### config.mk
export PLATFORM = sky130hd
export DESIGN_NAME = dbg_trig_unit
export DESIGN_NICKNAME = d
export VERILOG_FILES = /design/src/rtl/dbg_trig_pkg.sv /design/src/rtl/dbg_trig_cfg.sv /design/src/rtl/dbg_trig_match.sv /design/src/rtl/dbg_trig_action.sv /design/src/rtl/dbg_trig_unit.sv
export SDC_FILE = /design/constraint.sdc
export NUM_CORES = 1
export LEC_CHECK = 0
export BUFFER_PORTS_ARGS = -buffer_cell sky130_fd_sc_hd__buf_2
export CAP_MARGIN = 40
export CELL_PAD_IN_SITES_DETAIL_PLACEMENT = 1
export CELL_PAD_IN_SITES_GLOBAL_PLACEMENT = 2
export CORE_MARGIN = 5
export CORE_UTILIZATION = 35
export DETAILED_ROUTE_END_ITERATION = 6
export PLACE_DENSITY_LB_ADDON = 0.1
export SYNTH_ARGS = -nofsm -noshare
export SYNTH_HDL_FRONTEND = slang
export SYNTH_SLANG_ARGS = --single-unit
### constraint.sdc
create_clock -name clk_i -period 3.5 [get_ports clk_i]
set_clock_uncertainty 0.2 [all_clocks]
set_input_delay 0.525 -clock clk_i [delete_from_list [all_inputs] [get_ports clk_i]]
set_output_delay 0.525 -clock clk_i [all_outputs]
set_load 0.01 [all_outputs]
### src/rtl/dbg_trig_pkg.sv
package dbg_trig_pkg;

  typedef enum logic [2:0] {
    ACT_NONE   = 3'd0,
    ACT_HALT   = 3'd1,
    ACT_TSTART = 3'd2,
    ACT_TSTOP  = 3'd3,
    ACT_ARM    = 3'd4
  } act_e;

  // bit 0 is en, bit 11:9 is act
  typedef struct packed {
    act_e act;
    logic arm_need;
    logic wr_only;
    logic rd_only;
    logic data_rng;
    logic data_en;
    logic addr_rng;
    logic addr_en;
    logic bus_dat;
    logic en;
  } ctrl_t;

  localparam int CTRL_W = 12;

  localparam logic [2:0] OFS_CTRL = 3'd0;
  localparam logic [2:0] OFS_ALO  = 3'd1;
  localparam logic [2:0] OFS_AHI  = 3'd2;
  localparam logic [2:0] OFS_DLO  = 3'd3;
  localparam logic [2:0] OFS_DHI  = 3'd4;

endpackage

### src/rtl/dbg_trig_cfg.sv
module dbg_trig_cfg
  import dbg_trig_pkg::*;
#(
  parameter int NT     = 2,
  parameter int ADDR_W = 32,
  parameter int DATA_W = 32,
  parameter int WD_W   = 32,
  parameter int TIDX_W = 1
) (
  input  logic                         clk_i,
  input  logic                         rst_ni,
  input  logic                         we_i,
  input  logic [TIDX_W+2:0]            addr_i,
  input  logic [WD_W-1:0]              wdata_i,
  output ctrl_t [NT-1:0]               ctrl_o,
  output logic  [NT-1:0][ADDR_W-1:0]   alo_o,
  output logic  [NT-1:0][ADDR_W-1:0]   ahi_o,
  output logic  [NT-1:0][DATA_W-1:0]   dlo_o,
  output logic  [NT-1:0][DATA_W-1:0]   dhi_o,
  output logic  [NT-1:0]               ctrl_wr_o
);

  logic [2:0] ofs;
  assign ofs = addr_i[2:0];

  for (genvar k = 0; k < NT; k++) begin : g_trig
    logic sel;
    assign sel          = we_i && (addr_i[TIDX_W+2:3] == TIDX_W'(k));
    assign ctrl_wr_o[k] = sel && (ofs == OFS_CTRL);

    always_ff @(posedge clk_i or negedge rst_ni) begin
      if (!rst_ni) begin
        ctrl_o[k] <= '0;
        alo_o[k]  <= '0;
        ahi_o[k]  <= '0;
        dlo_o[k]  <= '0;
        dhi_o[k]  <= '0;
      end else if (sel) begin
        case (ofs)
          OFS_CTRL: ctrl_o[k] <= ctrl_t'(wdata_i[CTRL_W-1:0]);
          OFS_ALO:  alo_o[k]  <= wdata_i[ADDR_W-1:0];
          OFS_AHI:  ahi_o[k]  <= wdata_i[ADDR_W-1:0];
          OFS_DLO:  dlo_o[k]  <= wdata_i[DATA_W-1:0];
          OFS_DHI:  dhi_o[k]  <= wdata_i[DATA_W-1:0];
          default: ;
        endcase
      end
    end
  end

endmodule

### src/rtl/dbg_trig_match.sv
module dbg_trig_match
  import dbg_trig_pkg::*;
#(
  parameter int ADDR_W = 32,
  parameter int DATA_W = 32
) (
  input  ctrl_t              ctrl_i,
  input  logic [ADDR_W-1:0]  alo_i,
  input  logic [ADDR_W-1:0]  ahi_i,
  input  logic [DATA_W-1:0]  dlo_i,
  input  logic [DATA_W-1:0]  dhi_i,
  input  logic               armed_i,
  input  logic               ibus_valid_i,
  input  logic [ADDR_W-1:0]  ibus_addr_i,
  input  logic               dbus_valid_i,
  input  logic [ADDR_W-1:0]  dbus_addr_i,
  input  logic [DATA_W-1:0]  dbus_data_i,
  input  logic               dbus_we_i,
  output logic               fire_o
);

  logic              dsel, valid, a_ok, d_ok, rw_ok, arm_ok;
  logic [ADDR_W-1:0] addr;

  assign dsel  = ctrl_i.bus_dat;
  assign valid = dsel ? dbus_valid_i : ibus_valid_i;
  assign addr  = dsel ? dbus_addr_i  : ibus_addr_i;

  // ranges only on the data bus
  always_comb begin
    if (!ctrl_i.addr_en)              a_ok = 1'b1;
    else if (dsel && ctrl_i.addr_rng) a_ok = (addr >= alo_i) && (addr <= ahi_i);
    else                              a_ok = (addr == alo_i);

    if (!dsel || !ctrl_i.data_en) d_ok = 1'b1;
    else if (ctrl_i.data_rng)     d_ok = (dbus_data_i >= dlo_i) && (dbus_data_i <= dhi_i);
    else                          d_ok = (dbus_data_i == dlo_i);
  end

  assign rw_ok  = !dsel || ((!ctrl_i.rd_only || !dbus_we_i) && (!ctrl_i.wr_only || dbus_we_i));
  assign arm_ok = !ctrl_i.arm_need || armed_i;
  assign fire_o = ctrl_i.en && valid && a_ok && d_ok && rw_ok && arm_ok;

endmodule

### src/rtl/dbg_trig_action.sv
module dbg_trig_action
  import dbg_trig_pkg::*;
#(
  parameter int NT = 2
) (
  input  logic           clk_i,
  input  logic           rst_ni,
  input  logic [NT-1:0]  fire_i,
  input  ctrl_t [NT-1:0] ctrl_i,
  input  logic [NT-1:0]  ctrl_wr_i,
  input  logic           halt_ack_i,
  output logic           halt_o,
  output logic           trace_start_o,
  output logic           trace_stop_o,
  output logic [NT-1:0]  armed_o
);

  logic          halt_req, start_req, stop_req;
  logic [NT-1:0] arm_set;

  always_comb begin
    halt_req  = 1'b0;
    start_req = 1'b0;
    stop_req  = 1'b0;
    arm_set   = '0;
    for (int k = 0; k < NT; k++) begin
      if (fire_i[k]) begin
        case (ctrl_i[k].act)
          ACT_HALT:   halt_req  = 1'b1;
          ACT_TSTART: start_req = 1'b1;
          ACT_TSTOP:  stop_req  = 1'b1;
          ACT_ARM:    arm_set[(k + 1) % NT] = 1'b1;
          default: ;
        endcase
      end
    end
  end

  always_ff @(posedge clk_i or negedge rst_ni) begin
    if (!rst_ni) begin
      halt_o        <= 1'b0;
      trace_start_o <= 1'b0;
      trace_stop_o  <= 1'b0;
      armed_o       <= '0;
    end else begin
      if (halt_req)        halt_o <= 1'b1;
      else if (halt_ack_i) halt_o <= 1'b0;
      trace_start_o <= start_req;
      trace_stop_o  <= stop_req;
      armed_o       <= (armed_o & ~ctrl_wr_i) | arm_set;
    end
  end

endmodule

### src/rtl/dbg_trig_unit.sv
module dbg_trig_unit
  import dbg_trig_pkg::*;
#(
  parameter int NUM_TRIG = 2,
  parameter int ADDR_W   = 32,
  parameter int DATA_W   = 32,
  localparam int TIDX_W  = (NUM_TRIG > 1) ? $clog2(NUM_TRIG) : 1,
  localparam int WD_W    = (ADDR_W > DATA_W) ? ADDR_W : DATA_W
) (
  input  logic              clk_i,
  input  logic              rst_ni,
  input  logic              cfg_we_i,
  input  logic [TIDX_W+2:0] cfg_addr_i,
  input  logic [WD_W-1:0]   cfg_wdata_i,
  input  logic              ibus_valid_i,
  input  logic [ADDR_W-1:0] ibus_addr_i,
  input  logic              dbus_valid_i,
  input  logic [ADDR_W-1:0] dbus_addr_i,
  input  logic [DATA_W-1:0] dbus_data_i,
  input  logic              dbus_we_i,
  input  logic              halt_ack_i,
  output logic              halt_o,
  output logic              trace_start_o,
  output logic              trace_stop_o
);

  ctrl_t [NUM_TRIG-1:0]             ctrl;
  logic  [NUM_TRIG-1:0][ADDR_W-1:0] alo, ahi;
  logic  [NUM_TRIG-1:0][DATA_W-1:0] dlo, dhi;
  logic  [NUM_TRIG-1:0]             ctrl_wr, fire, armed, trig_en, trig_need;

  dbg_trig_cfg #(
    .NT(NUM_TRIG), .ADDR_W(ADDR_W), .DATA_W(DATA_W), .WD_W(WD_W), .TIDX_W(TIDX_W)
  ) u_cfg (
    .clk_i, .rst_ni,
    .we_i(cfg_we_i), .addr_i(cfg_addr_i), .wdata_i(cfg_wdata_i),
    .ctrl_o(ctrl), .alo_o(alo), .ahi_o(ahi), .dlo_o(dlo), .dhi_o(dhi),
    .ctrl_wr_o(ctrl_wr)
  );

  for (genvar k = 0; k < NUM_TRIG; k++) begin : g_match
    assign trig_en[k]   = ctrl[k].en;
    assign trig_need[k] = ctrl[k].arm_need;

    dbg_trig_match #(.ADDR_W(ADDR_W), .DATA_W(DATA_W)) u_match (
      .ctrl_i(ctrl[k]), .alo_i(alo[k]), .ahi_i(ahi[k]), .dlo_i(dlo[k]), .dhi_i(dhi[k]),
      .armed_i(armed[k]),
      .ibus_valid_i, .ibus_addr_i,
      .dbus_valid_i, .dbus_addr_i, .dbus_data_i, .dbus_we_i,
      .fire_o(fire[k])
    );
  end

  dbg_trig_action #(.NT(NUM_TRIG)) u_act (
    .clk_i, .rst_ni,
    .fire_i(fire), .ctrl_i(ctrl), .ctrl_wr_i(ctrl_wr), .halt_ack_i,
    .halt_o, .trace_start_o, .trace_stop_o, .armed_o(armed)
  );

endmodule

; ---- After elaboration in Yosys (flattened, before gate mapping)
; Index checks and enable logic that the tools add are counted.
[classes]
magnitude_cmp = 8
eq_ne = 16
muxes = 30
n_bitwise = 4
reduce_logical = 55
[ops]
columns = op, count
row1 = $eq A32 B32 Y1, 4
row2 = $ge A32 B32 Y1, 4
row3 = $le A32 B32 Y1, 4
row4 = $mux W32, 2
row5 = $mux W1, 28
row6 = $logic_and A1 B1 Y1, 22
row7 = $reduce_and A2 Y1, 10
row8 = $eq A3 B2 Y1 const B, 6
row9 = $logic_not A1 Y1, 11
row10 = $logic_or A1 B1 Y1, 10
row11 = $eq A3 B1 Y1 const B, 3
row12 = $eq A3 B3 Y1 const B, 3
row13 = $logic_not A3 Y1, 1
row14 = $and A2 B2 Y2, 1
row15 = $not A2 Y2, 1
row16 = $or A2 B2 Y2, 1
row17 = $reduce_bool A2 Y1, 1
row18 = $not A1 Y1, 1
[totals]
register_bits = 285
output_inout_bits = 3
elab_cells = 145

; ---- Logic depth before layout (Yosys ltp)
; Gate-level depths: netlist (run 1).
[depth]
word_depth = 13
depth_mapped = 12
ltp_nobuf = 10

; ---- Modules after synthesis
; Synthesis (run 1) repeated with hierarchy kept, for this count alone.
[hier_totals]
hier_cells = 1641
area_unflattened_um2 = 18091.1
[by_module_without_submodules]
columns = module, n_inst, cells_per_inst, area_per_inst_um2, seq_area_each_um2
row1 = dbg_trig_cfg, 1, 618, 10530.1, 7006.7
row2 = dbg_trig_match at g_match[1].u_match, 1, 502, 3661.0, 0.0
row3 = dbg_trig_match at g_match[0].u_match, 1, 500, 3657.3, 0.0
row4 = dbg_trig_action, 1, 21, 242.7, 125.1

; ---- Least setup slack after synthesis (run 1)
; OpenSTA, ideal clock, no wires.
[synth_timing]
path_kind = flip-flop to flip-flop
start = register u_cfg.ctrl_o[13] (netlist name)
end = register u_act.trace_start_o
setup_time_ns = 0.082
t_arrival_ns = 3.211
t_required_ns = 3.218
setup_slack_ns = 0.007
stages_incl_launch_ff = 13
path_buffers = 2
path_cell_list = dfrtp_1 buf_1 buf_1 mux2_2 ha_1 a21oi_2 nand2_1 a22o_1 or4_4 a211oi_2 nor4b_2 nand3b_1 o22ai_1
[synth_between]
elab_chain_len = 10
elab_cells_between_ends = 19
[synth_rtl]
columns = item, line
row1 = from (decl), dbg_trig_cfg.sv:15  ; output ctrl_t [NT-1:0] ctrl_o,
row2 = "from (signal, indexed assignment)", dbg_trig_cfg.sv:40  ; OFS_CTRL: ctrl_o[k] <= ctrl_t'(wdata_i[CTRL_W-1:0]);
row3 = $mux W32, dbg_trig_match.sv:27  ; assign addr = dsel ? dbus_addr_i : ibus_addr_i;
row4 = $ge A32 B32 Y1 / $le A32 B32 Y1 (equally long branches), dbg_trig_match.sv:32  ; else if (dsel && ctrl_i.addr_rng) a_ok = (addr >= alo_i) && (addr <= ahi_i);
row5 = $logic_and A1 B1 Y1, dbg_trig_match.sv:32
row6 = $mux W1, dbg_trig_match.sv:32
row7 = $mux W1, dbg_trig_match.sv:31  ; if (!ctrl_i.addr_en) a_ok = 1'b1;
row8 = $logic_and A1 B1 Y1 (2 in a row), dbg_trig_match.sv:42  ; assign fire_o = ctrl_i.en && valid && a_ok && d_ok && rw_ok && arm_ok;
row9 = $logic_and A1 B1 Y1 * (2 in a row), dbg_trig_match.sv:42
row10 = $mux W1 *, dbg_trig_action.sv:27  ; if (fire_i[k]) begin
row11 = net u_act.start_req, dbg_trig_action.sv:18  ; logic halt_req, start_req, stop_req;
row12 = to (signal assigned), dbg_trig_action.sv:48  ; trace_start_o <= start_req;
row13 = to (decl), dbg_trig_action.sv:13  ; output logic trace_start_o,
; Mark *: on every way through the listed nets, which the timed path passes. The rest lies on a longest branch.
; A chain may end at the register's enable or synchronous reset.

; ---- Final worst setup path (run 1)
; Ends and elaborated chain as after synthesis.

==> results.json, run 1 <==
{
  "yosysWarningCount": 0,
  "ys_top_cells_by_count": "dfrtp_1 (285), ha_1 (256), inv_1 (254)",
  "grt-ovfl-total": 0,
  "timing.rr.end": "u_act.trace_start_o$_DFF_PN0_",
  "crit_chain": "buf_12, buf_12, mux2_4, ha_4, nand4_1, nor4_4, buf_4, a21oi_4, and2_4, a211oi_2, nor4b_2, buf_4, nand3b_1, o22ai_1",
  "diodes": 0,
  "synth-async-reset-ratio": 1.00,
  "synth_most_common_cell": "dfrtp_1",
  "cts_buffers": 39,
  "hold_class": "in2reg",
  "slew_headroom": 0.453,
  "start_kind": "register",
  "place_ws_ns": -0.259,
  "syn_nets": 2213,
  "power_density_nw_per_um2": 601,
  "cp_slowest_stage_delay_ns": 0.42,
  "n_fill_cell": 5679,
  "tightestPinTransition_ns": 0.818,
  "worstPathArrival_ns": 3.77,
  "final.min_clock_period_ns": 3.49,
  "synth_compound_area_frac": 0.118,
  "power_leakage_nw": 10.1,
  "worstPathRequired_ns": 3.78,
  "ir_drop_mv": 0.425,
  "final_layout_size_suffix_gt1_frac": 0.241,
  "reg2reg_from": "u_cfg.ctrl_o[13]$_DFFE_PN0P_",
  "postRouteAntennaNets": 0,
  "core_area_um2": 50000,
  "critPathCaptureType": "register",
  "synthAdderAreaFrac": 0.182,
  "ys.flop_type": "dfrtp_1",
  "synth_top_family_by_area": "adder cells",
  "yosysTopAreaCell": "dfrtp_1",
  "final_util": 0.428,
  "firstDrtPassIters": 4,
  "setup_viol": 0,
  "syn_inst": 1818,
  "critPathKind": "reg2reg",
  "clock-sinks": 285,
  "synth_area_leaders": "dfrtp_1 (40%), ha_1 (18%), mux2_2 (12%)",
  "fmax_mhz": 287,
  "die_area_um2": 55000,
  "hold_end": "u_cfg.dlo_o[58]$_DFFE_PN0P_",
  "r2r_setup_slack_ns": 0.01,
  "yosys.area_share.simple": 0.107,
  "critPathBufInv": 4,
  "synthMuxAreaShare": 0.122,
  "initial_utilization": 0.353,
  "io_pins": 142,
  "dp_hpwl_um": 42800,
  "whs_path_depth": 3,
  "insertion_delay_ns": 0.56,
  "clock_path_buffers": 3,
  "maxCapViolCount": 0,
  "yosysUniqueCellTypes": 58,
  "remaining_drc_errors": 0,
  "die_w_um": 235,
  "hold_path_startpoint": "cfg_wdata_i[26]",
  "grt_setup_unrepaired": "yes",
  "outcome": "finished, final reports clean",
  "holdWs_ns": 0.122,
  "yosys_register_bits": 285,
  "grt_antenna_before_repair": 2,
  "report.final.slew_viol_count": 0,
  "cts_root_buffer": "clkbuf_16",
  "ys_seq_area_frac": 0.404,
  "wl_per_cell_um": 20.7,
  "clkTransAtPathRegs_ns": 0.06,
  "nNetsFinal": 2390,
  "fin_crit_sh": 0.997,
  "viasPerCell": 5.12,
  "grt_usage": 0.204,
  "grt_max_degree": 77,
  "synthToLayoutAreaGrowth_pct": 21.1,
  "r2r_cells": 14,
  "place.gp.congestion": 0.858,
  "die_height_um": 235,
  "synth-edff-count": 0,
  "synth_top_area_share": 0.404,
  "fin_ws_ns": 0.0121,
  "syn_area_um2": 17600,
  "synth-xor-area-share": 0,
  "cpLargestDelayFamily": "simple AND/OR/NAND/NOR gates",
  "syn_area_per_cell_um2": 9.71,
  "path_max_fanout": 6,
  "total_power_mw": 12.8,
  "cp_slowest_cell": "dfrtp_2",
  "cts_htree_levels": 2,
  "tritoncts": "built",
  "port_buffers": 141,
  "vias": 13800,
  "grt_first_pass_wirelength_um": 85600,
  "finalWirelength_um": 55900,
  "cp.depth": 14,
  "drtIter0Drc": 662,
  "finalHoldViolations": 0,
  "num_rows": 82,
  "grt_pass1_vias": 14600
}
-- per-stage QoR --
stage	instance area, um2	setup TNS [ns]	instances
finish	21400	0	2696
global route	21400	-0.322	2696
CTS	21000	0	2689
detailed placement	19500	-0.881	2615
global placement	19500	-0.696	2614
floorplan	17600	0	1818
-- logic make-up after synthesis --
group | after synthesis
AO/OA/AOI/OAI | 369
adder cells (fa/ha/maj) | 256
flip-flops | 285
AND/OR/NAND/NOR | 398
multiplexers | 191
buffers and inverters | 319
-- flip-flops by register name (all words and copies together), names as in the netlist --
name and count:
u_cfg.dhi_o 64, u_act.trace_start_o 1, u_cfg.ahi_o 64, u_cfg.alo_o 64
u_act.halt_o 1, u_cfg.dlo_o 64, u_cfg.ctrl_o 24, u_act.trace_stop_o 1
u_act.armed_o 2
-- worst max-delay path by stage --
| stage | start | to | slack, ns |
|---|---|---|---|
| final | u_cfg.ctrl_o[13]$_DFFE_PN0P_ | u_act.trace_start_o$_DFF_PN0_ | 0.01 |
| after global routing | u_cfg.ctrl_o[13]$_DFFE_PN0P_ | u_act.trace_start_o$_DFF_PN0_ | -0.14 |
| after CTS | u_cfg.ctrl_o[13]$_DFFE_PN0P_ | u_act.trace_stop_o$_DFF_PN0_ | 0.002 |
| after detailed placement | u_cfg.ctrl_o[13]$_DFFE_PN0P_ | u_act.trace_stop_o$_DFF_PN0_ | -0.26 |
| after global placement | u_cfg.ctrl_o[13]$_DFFE_PN0P_ | u_act.trace_start_o$_DFF_PN0_ | -0.22 |
| after floorplan | u_cfg.ctrl_o[13]$_DFFE_PN0P_ | u_act.trace_start_o$_DFF_PN0_ | 0.007 |
-- cell usage in the layout, fill, tap and decap left out, types with 5 or more instances in the layout --
| cell type | synthesis | routed |
|---|---|---|
| dfrtp_1 | 285 | 283 |
| inv_1 | 254 | 254 |
| ha_1 | 256 | 241 |
| nand2_1 | 224 | 224 |
| o21ai_0 | 185 | 184 |
| mux2_2 | 187 | 174 |
| buf_2 | 0 | 140 |
| a21oi_1 | 110 | 108 |
| nand4_1 | 54 | 54 |
| clkbuf_16 | 0 | 42 |
| buf_4 | 0 | 40 |
| nand3_1 | 34 | 34 |
| nor2_1 | 27 | 25 |
| ha_4 | 0 | 15 |
| buf_12 | 0 | 15 |
| mux2_4 | 0 | 13 |
| a21o_1 | 12 | 12 |
| clkbuf_8 | 0 | 10 |
| nor4_1 | 10 | 8 |
| clkbuf_1 | 59 | 8 |
| nand2b_1 | 7 | 7 |
| nor3_1 | 7 | 7 |
| a211oi_1 | 8 | 7 |
| o211ai_1 | 7 | 7 |
| bufinv_16 | 0 | 6 |
| a2111oi_0 | 5 | 5 |
| nor2b_1 | 5 | 5 |
-- report_power, final --
part	switching, mW	internal (mW)	leakage [nW]
logic	2.31	1.82	6.00
registers	0.315	4.07	3.45
clock network	1.58	2.75	0.686
total	4.20	8.64	10.1
-- area by class of cell --
class / instances / area (um2) / share of cell area
Clock buffer: 58 / 1170 / 0.0547
Clock inverter: 12 / 225 / 0.0105
Inverter: 254 / 953 / 0.0446
Multi-Input combinational cell: 1214 / 9650 / 0.451
Sequential cell: 285 / 7130 / 0.334
Tap cell: 672 / 841 / 0.0393
Timing Repair Buffer: 201 / 1410 / 0.0658
-- timing repair --
item                                    4_1_cts  5_1_grt
endpoints found under the hold margin        69        0
resized for setup                             4       39
pin swaps                                     2       13
setup buffers                                 2        6
endpoints found under the setup margin        4        5
hold buffers                                  1        0
gates cloned                                  1        2
-- tightest hold or removal path, delay by kind of cell --
family / cells / cell delay (ns)
buffers and inverters: 1 / 0.17
and+or+nand+nor: 1 / 0.07
AOI/OAI and AO/OA: 1 / 0.06
-- routing by layer --
layer	up-vias	share of wire	global-route usage
li1	6683	-	-
met1	6864	0.46	0.269
met5	-	0.00038	0
met2	176	0.49	0.354
met3	70	0.034	0.0326
met4	4	0.019	0.0449
Note: power is estimated with default switching activity, not from simulation.
==> run 2: changes to the inputs <==
- CORE_ASPECT_RATIO: unset -> 0.7
- REMOVE_ABC_BUFFERS: unset -> 1
==> results.json, run 2 (synthesized netlist as in run 1, its figures left out) <==
{
  "initial_utilization": 0.356,
  "finalWirelength_um": 57900,
  "wl_per_cell_um": 21.7,
  "die_height_um": 198,
  "viasPerCell": 5.15,
  "ir_drop_mv": 0.245,
  "dp_hpwl_um": 43900,
  "port_buffers": 141,
  "place.gp.congestion": 0.834,
  "insertion_delay_ns": 0.53,
  "tightestPinTransition_ns": 0.899,
  "hold_class": "in2reg",
  "finalHoldViolations": 0,
  "fmax_mhz": 290,
  "grt_antenna_before_repair": 5,
  "report.final.slew_viol_count": 0,
  "grt_setup_unrepaired": "yes",
  "firstDrtPassIters": 5,
  "p_comb_frac": 0.340,
  "final_layout_size_suffix_gt1_frac": 0.235,
  "cts_buffers": 35,
  "placed_cells": 2598,
  "worstPathArrival_ns": 3.67,
  "die_area_um2": 55100,
  "remaining_drc_errors": 0,
  "clkTransAtPathRegs_ns": 0.06,
  "num_rows": 68,
  "tritoncts": "built",
  "outcome": "finished, final reports clean",
  "power_leakage_nw": 9.95,
  "critPathKind": "reg2reg",
  "p_seq_frac": 0.356,
  "die_w_um": 278,
  "intPower_mw": 8.11,
  "postRouteAntennaNets": 0,
  "fin_cells": 2673,
  "final_cell_mix": "dfrtp_1 (283), inv_1 (254), ha_1 (244)",
  "grt-ovfl-total": 0,
  "swShare": 0.343,
  "worstPathRequired_ns": 3.72,
  "synthToLayoutAreaGrowth_pct": 18.9,
  "postPlaceCellArea_um2": 19400,
  "grt_first_pass_wirelength_um": 89100,
  "final.min_clock_period_ns": 3.45,
  "clock_path_buffers": 3,
  "maxCapViolCount": 0,
  "slew_headroom": 0.398,
  "whs_path_depth": 3,
  "fin_crit_sh": 0.986,
  "setup_viol": 0,
  "power_switching_mw": 4.23,
  "path_max_fanout": 8,
  "final_common_cell": "dfrtp_1",
  "fin_area_um2": 21000,
  "power_density_nw_per_um2": 588,
  "core_area_um2": 49600,
  "drtIter0Drc": 616,
  "clock-sinks": 285,
  "start_kind": "register",
  "nNetsFinal": 2376,
  "grt_usage": 0.207,
  "vias": 13800,
  "p_clk_frac": 0.304,
  "cts_htree_levels": 2,
  "cts_root_buffer": "clkbuf_16",
  "r2r_cells": 14,
  "grt_pass1_vias": 14800,
  "grt_max_degree": 75,
  "critPathCaptureType": "register",
  "io_pins": 142
}
## run 2: cell type report
class	instances	area, um2
Timing Repair Buffer	191	1260
Antenna cell	1	2.50
Multi-Input combinational cell	1214	9610
Clock inverter	8	71.3
Tap cell	665	832
Fill cell	5654	28600
Sequential cell	285	7130
Clock buffer	55	1100
Inverter	254	953
## run 2: metrics by stage
stage	power, mW	hold slack [ns]	setup TNS, ns	setup WS (ns)	utilization
5_1_grt	13.2	0.169	-0.309	-0.103	0.423
3_3_place_gp	8.23	0.287	-0.630	-0.202	0.391
2_1_floorplan	6.95	0.0294	-54.95	-1.01	-
3_5_place_dp	8.42	0.294	-0.824	-0.243	0.391
6_report	12.3	0.168	0	0.0481	0.423
4_1_cts	12.3	0.137	0	0.0374	0.415
## run 2: power groups by stage
stage               combinational [mW]  clock, mW  sequential [mW]
global placement                  3.82          0             4.41
CTS                               4.03       3.86             4.40
detailed placement                3.97          0             4.45
finish                            4.19       3.75             4.40
global route                      4.76       3.99             4.48
floorplan                         2.56          0             4.39
## run 2: routing by layer
metal	up-vias	GRT usage	wire, um
li1	6659	-	-
met1	6846	0.302	29200
met2	189	0.327	25600
met3	70	0.0356	2090
met4	4	0.0397	1100
met5	-	0	21
## run 2: path summary, 6_finish.rpt
check                                               to  slack [ns]                         start
min in group asynchronous  u_cfg.alo_o[36]$_DFFE_PN0P_        0.37                        rst_ni
hold / removal             u_cfg.dlo_o[19]$_DFFE_PN0P_        0.17               cfg_wdata_i[19]
setup reg to reg              u_act.halt_o$_DFFE_PN0P_        0.05  u_cfg.ctrl_o[13]$_DFFE_PN0P_
max in group asynchronous  u_cfg.dhi_o[51]$_DFFE_PN0P_        1.87                        rst_ni
hold reg to reg             u_cfg.alo_o[1]$_DFFE_PN0P_        0.30    u_cfg.alo_o[1]$_DFFE_PN0P_
setup / recovery              u_act.halt_o$_DFFE_PN0P_        0.05  u_cfg.ctrl_o[13]$_DFFE_PN0P_
## run 2: critical path, stage by stage (launching register included)
cell and delay, ns:
dfrtp_2 0.44, buf_12 0.15, clkbuf_16 0.17, mux2_4 0.33, ha_4 0.21, nand4_1 0.15
buf_4 0.15, nor3_2 0.04, a221o_1 0.35, o31a_1 0.32, a211oi_2 0.23, nor4b_4 0.29
buf_4 0.17, nand3_1 0.07, o311ai_1 0.08
## run 2: timing repair
item,in CTS,in global routing
cloned,0,2
endpoints found under the hold margin,69,0
pin swaps,0,17
setup endpoints to repair,4,5
resized for setup,5,36
setup buffers,0,8
hold buffers,1,0
